File: config.mk
export PLATFORM = sky130hd
export DESIGN_NAME = dipc_slot_decode
export DESIGN_NICKNAME = d
export VERILOG_FILES = /design/src/rtl/dipc_pkg.sv /design/src/rtl/dipc_slot_decode.sv
export SDC_FILE = /design/constraint.sdc
export NUM_CORES = 1
export LEC_CHECK = 0
export ABC_AREA = 1
export BUFFER_PORTS_ARGS = -buffer_cell sky130_fd_sc_hd__buf_4
export CAP_MARGIN = 20
export CORE_AREA = 8 8 45 47
export DETAILED_ROUTE_END_ITERATION = 8
export DIE_AREA = 0 0 53 55
export PLACE_DENSITY = 0.67
export SLEW_MARGIN = 40
export SYNTH_ARGS = -nofsm -noshare
export SYNTH_HDL_FRONTEND = slang
export SYNTH_SLANG_ARGS = --single-unit
File: constraint.sdc
create_clock -name vclk -period 0.8
set_input_delay 0.04 -clock vclk [all_inputs]
set_output_delay 0.04 -clock vclk [all_outputs]
set_load 0.05 [all_outputs]
File: src/rtl/dipc_pkg.sv
package dipc_pkg;

    localparam int REG_W   = 5;
    localparam int WORD_W  = 32;
    localparam int CLS_HI  = 31;
    localparam int DST_LSB = 21;
    localparam int SRA_LSB = 16;
    localparam int SRB_LSB = 11;

    typedef logic [REG_W-1:0] reg_idx_t;

    typedef enum logic [1:0] {
        CLS_ALU = 2'b00,
        CLS_BR  = 2'b01,
        CLS_LD  = 2'b10,
        CLS_ST  = 2'b11
    } icls_e;

    typedef struct packed {
        icls_e    cls;
        logic     wr_en;
        reg_idx_t wr_reg;
        logic     src_a_en;
        reg_idx_t src_a;
        logic     src_b_en;
        reg_idx_t src_b;
    } slot_info_t;

    function automatic logic reads_reg(input slot_info_t s, input reg_idx_t r);
        return (s.src_a_en && (s.src_a == r)) || (s.src_b_en && (s.src_b == r));
    endfunction

endpackage

File: src/rtl/dipc_slot_decode.sv
module dipc_slot_decode
    import dipc_pkg::*;
#(
    parameter int SLOT = 0
) (
    input  logic [WORD_W-1:0] word,
    output slot_info_t        info,
    output logic              legal
);
    logic     is_nop;
    icls_e    cls;
    reg_idx_t f_dst, f_sa, f_sb;

    assign is_nop = (word == '0);
    assign cls    = icls_e'(word[CLS_HI -: 2]);
    assign f_dst  = word[DST_LSB +: REG_W];
    assign f_sa   = word[SRA_LSB +: REG_W];
    assign f_sb   = word[SRB_LSB +: REG_W];

    always_comb begin
        info          = '0;
        info.cls      = cls;
        if (!is_nop) begin
            unique case (cls)
                CLS_ALU: begin
                    info.wr_en    = (f_dst != '0);
                    info.wr_reg   = f_dst;
                    info.src_a_en = (f_sa != '0);
                    info.src_a    = f_sa;
                    info.src_b_en = (f_sb != '0);
                    info.src_b    = f_sb;
                end
                CLS_BR: begin
                    info.src_a_en = (f_sa != '0);
                    info.src_a    = f_sa;
                    info.src_b_en = (f_sb != '0);
                    info.src_b    = f_sb;
                end
                CLS_LD: begin
                    info.wr_en    = (f_dst != '0);
                    info.wr_reg   = f_dst;
                    info.src_a_en = (f_sa != '0);
                    info.src_a    = f_sa;
                end
                CLS_ST: begin
                    info.src_a_en = (f_sa != '0);
                    info.src_a    = f_sa;
                    info.src_b_en = (f_dst != '0);
                    info.src_b    = f_dst;
                end
                default: ;
            endcase
        end
    end

    generate
        if (SLOT == 0) begin : g_alu_slot
            assign legal = is_nop || (cls == CLS_ALU) || (cls == CLS_BR);
        end else begin : g_mem_slot
            assign legal = is_nop || (cls == CLS_LD) || (cls == CLS_ST);
        end
    endgenerate

endmodule

==> flow_metrics.tcl <==
set metrics [dict create \
    design_area_um2 470 \
    grt_antenna_before_repair 0 \
    maxCapViolations 0 \
    rows 14 \
    grt_pass1_vias 344 \
    final_cell_mix "buf_4, nor2_1, inv_1" \
    place.gp.congestion 0.735 \
    area_growth_pct 144 \
    coreArea_um2 1380 \
    via_per_inst 3.86 \
    final_antenna_net_count 0 \
    first_iter_violations 3 \
    yosys-top-cells-area "nor2_1, inv_1, nand2_1, o21ai_1, clkbuf_1" \
    drc 0 \
    syn-num-nets 77 \
    syn_area_um2 193 \
    cp_max_fo 2 \
    initial_core_util 0.139 \
    grt-ovfl-total 0 \
    vias 355 \
    ys_types 11 \
    min_path_type "input port to primary output" \
    seqCellArea_um2 0 \
    p_leak_nw 0.296 \
    nClkBuffers 0 \
    io_buffers 38 \
    yosysWarningCount 0 \
    required_ns 0.76 \
    cts-resized-gates 0 \
    die_area_um2 2920 \
    fin_tns_setup_ns 0 \
    end_kind "primary output" \
    nFlopsAndLatches 0 \
    layout-drive-gt1-share 0.539 \
    yosysSeqAreaShare 0 \
    finalNetCount 110 \
    powerDensity_nw_per_um2 975 \
    die_w_um 53 \
    wire_per_inst_um 11.0 \
    dr.pass1.iters 2 \
    die_h_um 55 \
    synth_top_cell_area_share 0.214 \
    mostFrequentLayoutCell "buf_4" \
    worstPathArrival_ns 0.67 \
    io_pins 53 \
    rsz0062_at_grt "no" \
    setup_viol 0 \
    period_minus_slack_ns 0.708 \
    routed_wl_mm 1.01 \
    status "finished, final reports clean" \
    dpl.hpwl_um 944 \
    ir_drop_uv 273 \
    diodes 0 \
    syn_avg_cell_area_um2 4.28 \
    grt_pass1_wl_mm 1.46 \
    worstSetupPathType "input port to primary output" \
    hold_viol 0 \
    synth.largest_area_cell "nor2_1" \
    critPathLaunchType "input port" \
    worst_slew_pin_slew_ns 0.151 \
    multiInputGateArea_um2 128 \
    period_share 0.885 \
    synthCells 45 \
    cts_setup_buffers 0 \
    cts_hold_buf 0 \
    maxSlewViolCount 0 \
    grt_start_max_net_pins 9 \
    num-fill-cells 160 \
    placed_cell_area_um2 470 \
    fmax_mhz 1410 \
    slew_headroom 0.900 \
    gr-usage-all-layers 0.0605 \
]
final timing paths:
path / start / to / cells past startpoint
worst max-delay path: word[21] / info[5] / 6
worst min-delay path: word[20] / info[10] / 2
metrics by stage:
| stage | instances | hold slack [ns] | utilization | setup slack, ns | power [mW] |
|---|---|---|---|---|---|
| 6_report | 92 | 0.343 | 0.340 | 0.0918 | 0.459 |
| 5_1_grt | 92 | 0.353 | 0.340 | 0.0316 | 0.483 |
| 4_1_cts | 92 | 0.345 | 0.340 | 0.0865 | 0.464 |
| 3_5_place_dp | 92 | 0.344 | 0.340 | 0.0901 | 0.464 |
| 3_3_place_gp | 92 | 0.345 | 0.340 | 0.0954 | 0.462 |
| 2_1_floorplan | 45 | 0.187 | - | -0.0735 | 0.292 |
layout make-up:
cell class	instances	area share
tap	16	0.0426
multi-input combinational	28	0.271
inverter	10	0.0798
timing repair buffer	38	0.606
layer usage:
metal	track usage	up-vias	share of wire
li1	-	190	-
met3	0.0321	0	0.14
met4	0	0	0
met1	0.0603	149	0.35
met2	0.115	16	0.51
met5	0	-	0
worst max-delay path, cell delays in order:
cell	delay, ns
buf_4	0.11
nor2_1	0.10
nand3_1	0.10
nand2_1	0.08
nand2_1	0.05
buf_4	0.18
cells by family (layout without fill, tap and decap cells):
kind of cell,after synthesis,in the layout,share of synthesized area
and+or+nand+nor,23,23,0.494
buffers and inverters,17,48,0.370
AOI/OAI and AO/OA,5,5,0.136
synth_stat cells:
| library cell | instances |
|---|---|
| nand2_1 | 8 |
| nor2_1 | 11 |
| buf_4 | 2 |
| o21ai_1 | 4 |
| inv_2 | 1 |
| nand2_2 | 1 |
| o22ai_1 | 1 |
| inv_1 | 9 |
| nand3_1 | 2 |
| nand3b_1 | 1 |
| clkbuf_1 | 5 |
power by group:
part	internal [mW]	leakage, nW	switching (mW)
clock network	0	0	0
registers	0	0	0
logic	0.153	0.296	0.305
total	0.153	0.296	0.305
No activity file was read; power rests on OpenSTA's default activity.
